File: config.mk
export PLATFORM = sky130hd
export DESIGN_NAME = uart_rx_flush
export DESIGN_NICKNAME = d
export VERILOG_FILES = /design/src/rtl/urx_pkg.sv /design/src/rtl/urx_sync.sv /design/src/rtl/urx_bitrx.sv /design/src/rtl/urx_holdbuf.sv /design/src/rtl/uart_rx_flush.sv
export SDC_FILE = /design/constraint.sdc
export NUM_CORES = 1
export LEC_CHECK = 0
export BUFFER_PORTS_ARGS = -buffer_cell sky130_fd_sc_hd__buf_4
export CORE_MARGIN = 4
export CORE_UTILIZATION = 40
export DETAILED_ROUTE_END_ITERATION = 16
export RECOVER_POWER = 25
export SLEW_MARGIN = 20
export SYNTH_ARGS = -nofsm -noshare
export SYNTH_HDL_FRONTEND = slang
export SYNTH_SLANG_ARGS = --single-unit
File: constraint.sdc
create_clock -name clk -period 6.1 [get_ports clk]
set_input_delay 0.61 -clock clk [delete_from_list [all_inputs] [get_ports clk]]
set_output_delay 0.61 -clock clk [all_outputs]
set_load 0.01 [all_outputs]
File: src/rtl/urx_pkg.sv
package urx_pkg;

  typedef enum logic [1:0] {
    ST_IDLE,
    ST_START,
    ST_DATA,
    ST_STOP
  } rx_state_e;

  localparam int unsigned MAX_BITS = 9;

  function automatic logic [3:0] bits_for_code(input logic [2:0] code);
    case (code)
      3'b000:  return 4'd5;
      3'b001:  return 4'd6;
      3'b010:  return 4'd7;
      3'b111:  return 4'd9;
      default: return 4'd8;
    endcase
  endfunction

endpackage

File: src/rtl/urx_sync.sv
module urx_sync #(
  parameter int unsigned STAGES = 2
) (
  input  logic clk,
  input  logic rst,
  input  logic en,
  input  logic din,
  output logic dout
);
  logic [STAGES-1:0] sr;

  always_ff @(posedge clk) begin
    if (rst || !en) sr <= '1;
    else            sr <= {sr[STAGES-2:0], din};
  end

  assign dout = sr[STAGES-1];
endmodule

File: src/rtl/urx_bitrx.sv
module urx_bitrx
  import urx_pkg::*;
#(
  parameter int unsigned CLKS_PER_BIT = 16
) (
  input  logic       clk,
  input  logic       rst,
  input  logic       en,
  input  logic       line,
  input  logic [3:0] nbits,
  output logic       done,
  output logic [8:0] word,
  output logic       ferr,
  output logic       busy
);
  localparam int unsigned CW   = $clog2(CLKS_PER_BIT);
  localparam int unsigned HALF = CLKS_PER_BIT / 2;
  localparam logic [CW-1:0] FULL_LAST = CW'(CLKS_PER_BIT - 1);
  localparam logic [CW-1:0] HALF_LAST = CW'(HALF - 1);

  rx_state_e            state;
  logic [CW-1:0]        cnt;
  logic [3:0]           idx;
  logic [MAX_BITS-1:0]  sh;
  logic                 prev;

  always_ff @(posedge clk) begin
    if (rst || !en) begin
      state <= ST_IDLE;
      cnt   <= '0;
      idx   <= '0;
      sh    <= '0;
      prev  <= 1'b1;
      done  <= 1'b0;
      word  <= '0;
      ferr  <= 1'b0;
    end else begin
      done <= 1'b0;
      prev <= line;
      case (state)
        ST_IDLE: begin
          cnt <= '0;
          if (prev && !line) state <= ST_START;
        end
        ST_START: begin
          if (cnt == HALF_LAST) begin
            cnt <= '0;
            idx <= '0;
            state <= line ? ST_IDLE : ST_DATA;
          end else begin
            cnt <= cnt + 1'b1;
          end
        end
        ST_DATA: begin
          if (cnt == FULL_LAST) begin
            cnt <= '0;
            sh  <= {line, sh[MAX_BITS-1:1]};
            if (idx == 4'(nbits - 4'd1)) state <= ST_STOP;
            else                         idx   <= idx + 4'd1;
          end else begin
            cnt <= cnt + 1'b1;
          end
        end
        ST_STOP: begin
          if (cnt == FULL_LAST) begin
            cnt   <= '0;
            state <= ST_IDLE;
            done  <= 1'b1;
            ferr  <= !line;
            word  <= sh >> (4'd9 - nbits);
          end else begin
            cnt <= cnt + 1'b1;
          end
        end
        default: state <= ST_IDLE;
      endcase
    end
  end

  assign busy = (state != ST_IDLE);
endmodule

File: src/rtl/urx_holdbuf.sv
module urx_holdbuf (
  input  logic       clk,
  input  logic       rst,
  input  logic       en,
  input  logic       load,
  input  logic [8:0] word,
  input  logic       ferr_in,
  input  logic       rd,
  output logic [7:0] lo,
  output logic       b8,
  output logic       full,
  output logic       ferr,
  output logic       ovr
);
  logic room;
  assign room = !full || rd;

  always_ff @(posedge clk) begin
    if (rst || !en) begin
      lo   <= '0;
      b8   <= 1'b0;
      full <= 1'b0;
      ferr <= 1'b0;
      ovr  <= 1'b0;
    end else if (load && room) begin
      lo   <= word[7:0];
      b8   <= word[8];
      ferr <= ferr_in;
      ovr  <= 1'b0;
      full <= 1'b1;
    end else begin
      if (rd)   full <= 1'b0;
      if (load) ovr  <= 1'b1;
    end
  end
endmodule

File: src/rtl/uart_rx_flush.sv
module uart_rx_flush #(
  parameter int unsigned CLKS_PER_BIT = 16,
  parameter int unsigned SYNC_STAGES  = 2
) (
  input  logic       clk,
  input  logic       rst,
  input  logic       rx_en,
  input  logic [2:0] size_code,
  input  logic       rx_line,
  input  logic       rd_lo,
  output logic [7:0] dout_lo,
  output logic       dout_b8,
  output logic       rx_full,
  output logic       err_frame,
  output logic       err_overrun
);
  logic       line_s;
  logic [3:0] nbits;
  logic       rx_done;
  logic [8:0] rx_word;
  logic       rx_ferr;
  logic       rx_busy;

  assign nbits = urx_pkg::bits_for_code(size_code);

  urx_sync #(.STAGES(SYNC_STAGES)) u_sync (
    .clk(clk), .rst(rst), .en(rx_en), .din(rx_line), .dout(line_s)
  );

  urx_bitrx #(.CLKS_PER_BIT(CLKS_PER_BIT)) u_bits (
    .clk(clk), .rst(rst), .en(rx_en), .line(line_s), .nbits(nbits),
    .done(rx_done), .word(rx_word), .ferr(rx_ferr), .busy(rx_busy)
  );

  urx_holdbuf u_buf (
    .clk(clk), .rst(rst), .en(rx_en), .load(rx_done), .word(rx_word),
    .ferr_in(rx_ferr), .rd(rd_lo), .lo(dout_lo), .b8(dout_b8),
    .full(rx_full), .ferr(err_frame), .ovr(err_overrun)
  );
endmodule

==> run_results.csv, run 1 <==
group,metric,value,unit
outcome,status,"finished, violations left",
outcome,failed_checks,"capacitance limit, slew limit",
sta,period_share,41.6,%
worst_setup_path,crit-reg2reg-capture,"u_bits.state[0]",
worst_setup_path,worstPathArrival,2740,ps
run,max_cap_violations,1,
global_route,antenna_found_initial,0,
worst_setup_path,reg2reg_depth,5,
placed_design,numPlacedInstances,338,
sta,timing.final.max_slew_violations,40,
power_and_ir_drop,cellPowerDensity,208,mW/mm^2
detailed_routing,first_pass_iters,4,
worst_setup_path,critPathTopFamily,"buffers and inverters",
detailed_routing,drt_drc_violations_left,0,
yosys,synth-main-ff-cell,"sky130_fd_sc_hd__dfxtp_1",
yosys,syn_area_per_cell,8.70,um^2
worst_setup_path,crit_slowest_cell,"sky130_fd_sc_hd__clkbuf_1",
worst_setup_path,worstPathCellList,"clkbuf_4 -> nand2b_1 -> clkbuf_1 -> nor3_2 -> a32o_1 -> a31o_1",
sta,max_slew_margin,-15.2,%
yosys,synth_cells,263,
placed_design,placement.cell_area,0.00244,mm^2
worst_setup_path,critical_path.max_stage_delay,1240,ps
cts,cts_max_level,2,
cts,insertion_delay,300,ps
detailed_routing,detail-route-antenna-nets,0,
sta,rsz0062_at_grt,"no",
worst_setup_path,cp_num_buf_inv,2,
yosys,synth_edf_count,0,
layout,n_fill_cell,564,
cts,clock_tree.root_cell,"sky130_fd_sc_hd__clkbuf_8",
global_route,via_count_of_the_first_global_routing_pass,1748,
power_and_ir_drop,design_power_total,0.000520,W
detailed_routing,wl_per_cell,14.1,um
layout,layoutNonFillerInstCount,346,
layout,nNetsFinal,284,
placed_design,routabilityCongestion,0.928,
layout,post-route-cell-area,0.00250,mm^2
cts,clock_buffers_created_by_tritoncts,5,
detailed_routing,via_density,5.54,
layout,synthToLayoutAreaGrowth,9.14,%
floorplanning,floorplan.die.width,83.6,um
power_and_ir_drop,peakVddDrop,87.8,uV
yosys,post_synth_arst_share,0,%
worst_setup_path,path_class,"input pin to flop",
sta,worst_pin_slew,1730,ps
cts,post_cts_resize_count,0,
yosys,synth_seq_area_share,39.4,%
yosys,netlist_top_cells_area,"sky130_fd_sc_hd__dfxtp_1, sky130_fd_sc_hd__mux2i_1, sky130_fd_sc_hd__nor2_1",
layout,share_of_layout_cells_above_drive_strength_1,11.3,%
layout,antenna_diode_count,0,
hold_path,timing.hold.worst_path_depth,1,
worst_setup_path,timing.critical_path.to_type,"flop",
floorplanning,design.core.area,0.00554,mm^2
cts,cts_setup_buffers,0,
yosys,synth.yosys.warnings,0,
yosys,postSynthRegisterBits,45,
sta,worst_clock_skew,3.63,ps
yosys,synth_largest_area_cell,"sky130_fd_sc_hd__dfxtp_1",
floorplanning,initial_utilization,41.3,%
placed_design,port-buffer-count,19,
detailed_routing,detail_route.iter0.violations,115,
hold_path,startpoint_of_the_worst_hold_path,"u_sync.sr[0]",
hold_path,worstHoldPathType,"flop to flop",
yosys,netlist-cell-type-count,63,
hold_path,hold_end,"u_sync.sr[1]",
global_route,grt_util_all_layers,14.5,%
sta,hold_slack,414,ps
cts,cts_clock_pin_slew_for_the_worst_setup_and_hold_paths,80,ps
global_route,grt_overflow_total,0,
worst_setup_path,ff2ff_setup_slack,3890,ps
worst_setup_path,crit_path_max_fanout,39,
yosys,synth_largest_type_area_fraction,39.4,%
worst_setup_path,critical_path.startpoint_type,"input pin",
yosys,syn_nets,274,
worst_setup_path,worst_reg2reg_startpoint,"u_bits.cnt[3]",
sta,setup_viol_count_final,0,
floorplanning,std_cell_rows,27,
sta,clock.fmax,0.394,GHz
sta,hold_viol_final,0,
sta,fin_crit,2540,ps
global_route,grt_start_max_net_pins,40,
worst_setup_path,cp-startpoint,"rx_en",
yosys,total_standard_cell_area_after_synthesis,0.00229,mm^2
sta,fin_setup_tns,0,ps
floorplanning,die_y,83.6,um
cts,cts_tree,"built",
detailed_routing,drt_wl_total,4.89,mm
global_route,first_pass_grt_wire_length,8.34,mm
floorplanning,fp.dieArea,0.00699,mm^2
cts,clockBufferDepth,2,
placed_design,post-dp-hpwl,3.41,mm
cts,postCtsHoldBufs,0,
cts,cts.sink_count,45,
floorplanning,ios,20,
power_and_ir_drop,leakagePower,0.938,nW
detailed_routing,via_total_after_detailed_routing,1916,
worst_setup_path,worstPathRequired,6300,ps
==> flip-flops by register name (all words and copies together) (netlist names), named ones only <==
name / flops
u_buf.lo: 8
u_bits.idx: 4
u_buf.full: 1
u_sync.sr: 2
u_bits.done: 1
u_buf.b8: 1
u_buf.ferr: 1
u_bits.ferr: 1
u_bits.sh: 9
u_bits.state: 1
u_bits.prev: 1
u_bits.word: 9
u_buf.ovr: 1
u_bits.cnt: 4
==> final cells by class <==
| class | instances | area (um^2) | area share [%] |
|---|---|---|---|
| clock buffers | 6 | 72.6 | 2.91 |
| clock inverters | 2 | 15.0 | 0.602 |
| inverters | 3 | 11.3 | 0.451 |
| multi-input cells | 198 | 1290 | 51.5 |
| flip-flops and latches | 45 | 901 | 36.1 |
| well taps | 72 | 90.1 | 3.61 |
| repair buffers | 20 | 120 | 4.81 |
==> worst max path at each step <==
stage                            to  slack [ps]  depth (start not counted)
floorplan            u_bits.word[1]        3760                          8
global placement     u_bits.word[1]        3660                          8
detailed placement   u_bits.word[1]        3620                          8
CTS                 u_bits.state[0]        3940                          5
global route         u_bits.word[1]        3270                          6
finish               u_bits.word[1]        3560                          6
==> placed cells by master, fill, tap and decap left out, types with 3 or more instances in the layout <==
cell | synthesis | layout
sky130_fd_sc_hd__inv_1 | 3 | 3
sky130_fd_sc_hd__nand2_1 | 24 | 24
sky130_fd_sc_hd__nor2_1 | 28 | 28
sky130_fd_sc_hd__o21ai_0 | 15 | 15
sky130_fd_sc_hd__and3_1 | 5 | 5
sky130_fd_sc_hd__mux2i_1 | 12 | 12
sky130_fd_sc_hd__a21oi_1 | 19 | 19
sky130_fd_sc_hd__clkbuf_1 | 5 | 9
sky130_fd_sc_hd__or3_1 | 3 | 3
sky130_fd_sc_hd__nand3_1 | 6 | 6
sky130_fd_sc_hd__ha_1 | 3 | 3
sky130_fd_sc_hd__dfxtp_1 | 45 | 45
sky130_fd_sc_hd__nand2b_1 | 9 | 9
sky130_fd_sc_hd__buf_4 | 1 | 11
sky130_fd_sc_hd__xnor2_1 | 3 | 3
sky130_fd_sc_hd__a22o_1 | 3 | 3
sky130_fd_sc_hd__nor2b_1 | 3 | 3
sky130_fd_sc_hd__clkbuf_8 | 0 | 5
sky130_fd_sc_hd__a22oi_1 | 7 | 7
sky130_fd_sc_hd__nor3b_1 | 4 | 4
==> cells in the mapped netlist, types with 3 or more instances <==
| cell | n |
|---|---|
| sky130_fd_sc_hd__dfxtp_1 | 45 |
| sky130_fd_sc_hd__nor2_1 | 28 |
| sky130_fd_sc_hd__nand2_1 | 24 |
| sky130_fd_sc_hd__a21oi_1 | 19 |
| sky130_fd_sc_hd__o21ai_0 | 15 |
| sky130_fd_sc_hd__mux2i_1 | 12 |
| sky130_fd_sc_hd__nand2b_1 | 9 |
| sky130_fd_sc_hd__a22oi_1 | 7 |
| sky130_fd_sc_hd__nand3_1 | 6 |
| sky130_fd_sc_hd__and3_1 | 5 |
| sky130_fd_sc_hd__buf_2 | 5 |
| sky130_fd_sc_hd__clkbuf_1 | 5 |
| sky130_fd_sc_hd__buf_1 | 4 |
| sky130_fd_sc_hd__nor3b_1 | 4 |
| sky130_fd_sc_hd__a22o_1 | 3 |
| sky130_fd_sc_hd__ha_1 | 3 |
| sky130_fd_sc_hd__inv_1 | 3 |
| sky130_fd_sc_hd__nor2b_1 | 3 |
| sky130_fd_sc_hd__or3_1 | 3 |
| sky130_fd_sc_hd__xnor2_1 | 3 |
==> layer usage <==
metal | part of all wire [%] | routed length (um) | GRT usage (%) | vias to the layer above
met1 | 50 | 2430 | 20.2 | 886
met3 | 4.4 | 214 | 2.86 | 8
met4 | 1.4 | 67 | 5.26 | 0
met2 | 44 | 2170 | 21.9 | 43
met5 | 0 | 0 | 0 | -
li1 | - | - | - | 979
==> power by group <==
group	internal, W	switching, W
clock network	0.0000808	0.000104
registers	0.000294	0.000000292
logic	0.0000153	0.0000258
==> stage by stage <==
stage	setup slack (ps)	utilization [%]
after floorplan	3760	-
after global placement	3660	44.0
after detailed placement	3620	44.0
after CTS	3940	45.6
after global routing	3270	45.1
final	3560	45.1
==> kinds of logic after synthesis <==
kind of cell	share of synthesized area, %
compound gates	24.7
xor+xnor	1.53
fa+ha+maj	1.64
buf+inv	4.38
flops	39.4
mux	5.25
simple gates	23.1
Note: power is estimated with default switching activity, not from simulation.
==> run 2: changes to the inputs <==
Clock period 6.1 ns to 2.2 ns, I/O delays scaled along.
==> run_results.csv, run 2 (synthesized netlist as in run 1, its figures left out) <==
group,metric,value,unit
outcome,status,"finished, final reports clean",
layout,final_common_cell,"sky130_fd_sc_hd__dfxtp_1",
floorplanning,ios,20,
sta,fin_setup_tns,0,ps
cts,cts_max_level,2,
layout,synthToLayoutAreaGrowth,12.5,%
worst_setup_path,worst_reg2reg_startpoint,"u_bits.cnt[0]",
worst_setup_path,crit_path_max_fanout,8,
cts,cts.sink_count,45,
floorplanning,initial_utilization,41.3,%
worst_setup_path,timing.critical_path.to_type,"flop",
power_and_ir_drop,leakagePower,0.986,nW
worst_setup_path,path_class,"flop to flop",
run,max_cap_violations,0,
cts,cts_setup_buffers,0,
sta,hold_viol_final,0,
cts,postCtsHoldBufs,0,
worst_setup_path,worstPathRequired,2410,ps
floorplanning,design.core.area,0.00554,mm^2
detailed_routing,drt_wl_total,5.06,mm
detailed_routing,wl_per_cell,14.3,um
worst_setup_path,critPathTopFamily,"simple AND/OR/NAND/NOR gates",
floorplanning,floorplan.die.width,83.6,um
global_route,grt_start_max_net_pins,21,
worst_setup_path,reg2reg_depth,6,
floorplanning,std_cell_rows,27,
sta,timing.final.max_slew_violations,0,
placed_design,routabilityCongestion,0.861,
sta,clock.fmax,0.519,GHz
power_and_ir_drop,clock_power_share,40.0,%
worst_setup_path,cp_num_buf_inv,0,
global_route,antenna_found_initial,0,
sta,setup_viol_count_final,0,
layout,nNetsFinal,292,
power_and_ir_drop,internal_portion_of_total_power,0.00120,W
detailed_routing,detail-route-antenna-nets,0,
hold_path,timing.hold.worst_path_depth,2,
global_route,via_count_of_the_first_global_routing_pass,1820,
power_and_ir_drop,cellPowerDensity,608,mW/mm^2
power_and_ir_drop,switching_share,23.0,%
worst_setup_path,worstPathArrival,2140,ps
sta,worst_pin_slew,598,ps
power_and_ir_drop,peakVddDrop,236,uV
detailed_routing,drt_drc_violations_left,0,
sta,max_slew_margin,60.1,%
cts,post_cts_resize_count,0,
global_route,grt_util_all_layers,15.2,%
global_route,grt_overflow_total,0,
cts,clockBufferDepth,2,
detailed_routing,first_pass_iters,4,
detailed_routing,via_density,5.57,
cts,clock_tree.root_cell,"sky130_fd_sc_hd__clkbuf_8",
layout,layout.core_utilization,46.4,%
placed_design,post-dp-hpwl,3.79,mm
floorplanning,die_y,83.6,um
layout,largestRegisters,"u_bits.sh x9, u_bits.word x9, u_buf.lo x8",
worst_setup_path,worstPathCellList,"ha_1 -> and3_1 -> nand3_4 -> nor3_4 -> o221ai_1 -> o31ai_1",
worst_setup_path,crit-reg2reg-capture,"u_bits.word[2]",
sta,period_share,87.6,%
cts,cts_clock_pin_slew_for_the_worst_setup_and_hold_paths,90,ps
global_route,first_pass_grt_wire_length,8.79,mm
cts,cts_tree,"built",
worst_setup_path,critical_path.startpoint_type,"flop",
detailed_routing,detail_route.iter0.violations,111,
worst_setup_path,crit_slowest_cell,"sky130_fd_sc_hd__and3_1",
sta,rsz0062_at_grt,"no",
placed_design,port-buffer-count,19,
hold_path,worstHoldPathType,"input pin to flop",
layout,antenna_diode_count,0,
layout,share_of_layout_cells_above_drive_strength_1,13.1,%
worst_setup_path,ff2ff_setup_slack,270,ps
hold_path,startpoint_of_the_worst_hold_path,"rx_line",
cts,insertion_delay,300,ps
detailed_routing,via_total_after_detailed_routing,1971,
cts,clock_buffers_created_by_tritoncts,5,
hold_path,hold_end,"u_sync.sr[0]",
layout,most_used_cells_in_the_layout_excluding_fill_and_tap_cells,"sky130_fd_sc_hd__dfxtp_1, sky130_fd_sc_hd__nor2_1, sky130_fd_sc_hd__nand2_1",
power_and_ir_drop,pwr-share-comb,7.9,%
worst_setup_path,critical_path.max_stage_delay,380,ps
power_and_ir_drop,switching_power,0.000360,W
power_and_ir_drop,share_seq_of_total_power,52.1,%
sta,fin_crit,1930,ps
sta,worst_clock_skew,4.81,ps
floorplanning,fp.dieArea,0.00699,mm^2
## run 2: changes by cell type in the layout (fill, tap and decap cells not counted)
cell,before,now
sky130_fd_sc_hd__bufinv_16,0,1
sky130_fd_sc_hd__clkbuf_1,9,11
sky130_fd_sc_hd__clkinv_4,0,1
sky130_fd_sc_hd__buf_4,11,17
sky130_fd_sc_hd__clkinvlp_4,2,0
## run 2: worst max path at each step
stage	cells past startpoint	start	end	slack (ps)
after floorplan	8	size_code[1]	u_bits.word[1]	250
after global placement	8	size_code[1]	u_bits.word[1]	120
after detailed placement	8	size_code[1]	u_bits.word[1]	80
after CTS	6	u_bits.cnt[0]	u_bits.word[2]	260
after global routing	6	u_bits.cnt[0]	u_bits.word[2]	120
final	6	u_bits.cnt[0]	u_bits.word[2]	270
## run 2: final cells by class
class,count,area (um^2)
clock buffers,6,72.6
fillers,586,2970
well taps,72,90.1
clock inverters,2,38.8
inverters,3,11.3
repair buffers,28,173
multi-input cells,198,1290
flip-flops and latches,45,901
## run 2: worst register-to-register path, cell delays in order, from the launching register on
cell and delay, ps:
sky130_fd_sc_hd__dfxtp_1 370, sky130_fd_sc_hd__ha_1 250, sky130_fd_sc_hd__and3_1 380, sky130_fd_sc_hd__nand3_4 180
sky130_fd_sc_hd__nor3_4 260, sky130_fd_sc_hd__o221ai_1 180, sky130_fd_sc_hd__o31ai_1 210
## run 2: routing by layer
| layer | GRT usage (%) | vias to the layer above | share of wire, % |
|---|---|---|---|
| met5 | 0 | - | 0 |
| met4 | 4.82 | 0 | 1.2 |
| met3 | 3.16 | 7 | 5.0 |
| met2 | 23.3 | 48 | 44 |
| met1 | 21.2 | 920 | 49 |
| li1 | - | 996 | - |
## run 2: stage by stage
stage	setup slack, ps	cells	power, W	cell area (um^2)	hold slack, ps
floorplan	250	263	0.000923	2290	321
global placement	125	346	0.000958	2500	395
detailed placement	75.0	346	0.000958	2500	397
CTS	264	354	0.00159	2610	96.2
global route	122	354	0.00164	2570	104
finish	274	354	0.00156	2570	99.5
## run 2: power groups by stage
stage | Combinational, W | Clock [W] | Sequential [W]
3_3_place_gp | 0.000123 | 0 | 0.000835
4_1_cts | 0.000124 | 0.000647 | 0.000816
2_1_floorplan | 0.0000881 | 0 | 0.000835
5_1_grt | 0.000136 | 0.000684 | 0.000816
6_report | 0.000124 | 0.000625 | 0.000816
3_5_place_dp | 0.000123 | 0 | 0.000835
==> run 3: changes to the inputs <==
Settings changed: CORE_UTILIZATION 40 to 29, CTS_BUF_LIST set to sky130_fd_sc_hd__clkbuf_16.
==> run_results.csv, run 3 (synthesized netlist as in run 1, its figures left out) <==
group,metric,value,unit
detailed_routing,via_total_after_detailed_routing,1919,
global_route,grt_start_max_net_pins,29,
floorplanning,die_y,96.8,um
hold_path,hold_end,"u_sync.sr[0]",
worst_setup_path,ff2ff_setup_slack,250,ps
global_route,grt.busiest_layer,"met2",
worst_setup_path,path_class,"flop to flop",
layout,antenna_diode_count,0,
detailed_routing,detail-route-antenna-nets,0,
sta,setup_viol_count_final,0,
hold_path,startpoint_of_the_worst_hold_path,"rx_line",
hold_path,timing.hold.worst_path_depth,2,
detailed_routing,detail_route.iter0.violations,97,
cts,post_cts_resize_count,0,
cts,cts_tree,"built",
global_route,grt_util_all_layers,10.8,%
placed_design,port-buffer-count,19,
cts,insertion_delay,280,ps
cts,clockBufferDepth,2,
power_and_ir_drop,peakVddDrop,292,uV
global_route,grt.met3_usage,3.10,%
cts,clock_buffers_created_by_tritoncts,5,
sta,worst_clock_skew,3.59,ps
global_route,via_count_of_the_first_global_routing_pass,1725,
detailed_routing,via_density,5.05,
worst_setup_path,worstPathRequired,2380,ps
floorplanning,floorplan.die.width,96.8,um
floorplanning,initial_utilization,29.8,%
cts,clock_tree.root_cell,"sky130_fd_sc_hd__clkbuf_16",
sta,hold_viol_final,0,
floorplanning,fp.dieArea,0.00937,mm^2
outcome,status,"finished, final reports clean",
cts,cts.sink_count,45,
floorplanning,design.core.area,0.00769,mm^2
hold_path,worstHoldPathType,"input pin to flop",
run,max_cap_violations,0,
global_route,grt_overflow_total,0,
placed_design,routabilityCongestion,0.837,
worst_setup_path,crit-reg2reg-capture,"u_bits.word[1]",
sta,timing.final.max_slew_violations,0,
sta,clock.fmax,0.513,GHz
placed_design,post-dp-hpwl,3.63,mm
detailed_routing,drt_wl_total,4.98,mm
global_route,groute.layer.met1.usage,15.4,%
sta,worst_pin_slew,618,ps
detailed_routing,drt_drc_violations_left,0,
global_route,use_met2,15.9,%
cts,cts_clock_pin_slew_for_the_worst_setup_and_hold_paths,60,ps
worst_setup_path,timing.critical_path.to_type,"flop",
floorplanning,std_cell_rows,32,
worst_setup_path,reg2reg_depth,6,
sta,period_share,88.5,%
sta,rsz0062_at_grt,"no",
layout,layoutNonFillerInstCount,380,
sta,fin_setup_tns,0,ps
floorplanning,ios,20,
sta,fin_crit,1950,ps
layout,largestRegisters,"u_bits.sh x9, u_bits.word x9, u_buf.lo x8",
worst_setup_path,critical_path.startpoint_type,"flop",
worst_setup_path,worstPathArrival,2130,ps
worst_setup_path,crit_path_max_fanout,7,
detailed_routing,wl_per_cell,13.1,um
power_and_ir_drop,cellPowerDensity,676,mW/mm^2
cts,cts_setup_buffers,0,
power_and_ir_drop,leakagePower,0.988,nW
worst_setup_path,worst_reg2reg_startpoint,"u_bits.cnt[0]",
cts,postCtsHoldBufs,0,
layout,most_used_cells_in_the_layout_excluding_fill_and_tap_cells,"sky130_fd_sc_hd__dfxtp_1, sky130_fd_sc_hd__nor2_1, sky130_fd_sc_hd__nand2_1",
placed_design,numPlacedInstances,372,
layout,final_common_cell,"sky130_fd_sc_hd__dfxtp_1",
layout,synthToLayoutAreaGrowth,14.9,%
detailed_routing,first_pass_iters,4,
cts,cts_max_level,2,
global_route,antenna_found_initial,0,
global_route,first_pass_grt_wire_length,8.46,mm
layout,share_of_layout_cells_above_drive_strength_1,11.2,%
layout,nNetsFinal,288,
sta,max_slew_margin,58.7,%
==> run 3: cell types whose count changed in the layout (fill, tap and decap cells not counted), sizes merged <==
cell | previous run | this run
clkbuf | 17 | 18
buf | 17 | 11
inv | 3 | 4
==> run 3: final cells by class <==
type,count,area [um^2]
tap,102,128
clock inverter,3,42.5
fill,822,5060
clock buffer,5,125
multi-input combinational,198,1290
timing repair buffer,24,135
sequential,45,901
inverter,3,11.3
==> run 3: power by group <==
group	leakage, nW	total [W]	switching (W)	internal [W]
logic	0.540	0.000121	0.0000742	0.0000469
registers	0.363	0.000817	0.000000734	0.000816
clock network	0.0852	0.000838	0.000305	0.000533
total	0.988	0.00178	0.000380	0.00140
==> run 3: per-stage QoR <==
stage / cell area (um^2) / util (%) / worst slack [ps] / total power, W / hold WS [ps]
final: 2630 / 34.2 / 252 / 0.00178 / 129
after global routing: 2630 / 34.2 / 52.2 / 0.00184 / 143
after CTS: 2670 / 34.8 / 257 / 0.00180 / 131
after detailed placement: 2510 / 32.6 / 73.3 / 0.000957 / 398
after global placement: 2510 / 32.6 / 130 / 0.000957 / 394
after floorplan: 2290 / - / 250 / 0.000923 / 321
==> run 3: critical path: stages, from the launching register on <==
cell	delay, ps
sky130_fd_sc_hd__dfxtp_1	350
sky130_fd_sc_hd__ha_1	250
sky130_fd_sc_hd__and3_1	370
sky130_fd_sc_hd__and3_1	360
sky130_fd_sc_hd__nor2_1	110
sky130_fd_sc_hd__a32o_1	230
sky130_fd_sc_hd__a31o_1	180
==> run 3: worst max path at each step <==
stage | start | end | slack (ps) | depth (start not counted)
finish | u_bits.cnt[0] | u_bits.word[1] | 250 | 6
global route | u_bits.cnt[0] | u_bits.word[1] | 50 | 6
CTS | u_bits.cnt[0] | u_bits.word[1] | 260 | 6
detailed placement | size_code[1] | u_bits.word[1] | 70 | 8
global placement | size_code[1] | u_bits.word[1] | 130 | 8
floorplan | size_code[1] | u_bits.word[1] | 250 | 8
==> run 3: layer usage <==
metal  wire length (um)  vias up
li1                   -      991
met1               2590      876
met2               2100       50
met3                266        2
met4                 23        0
met5                  0        -
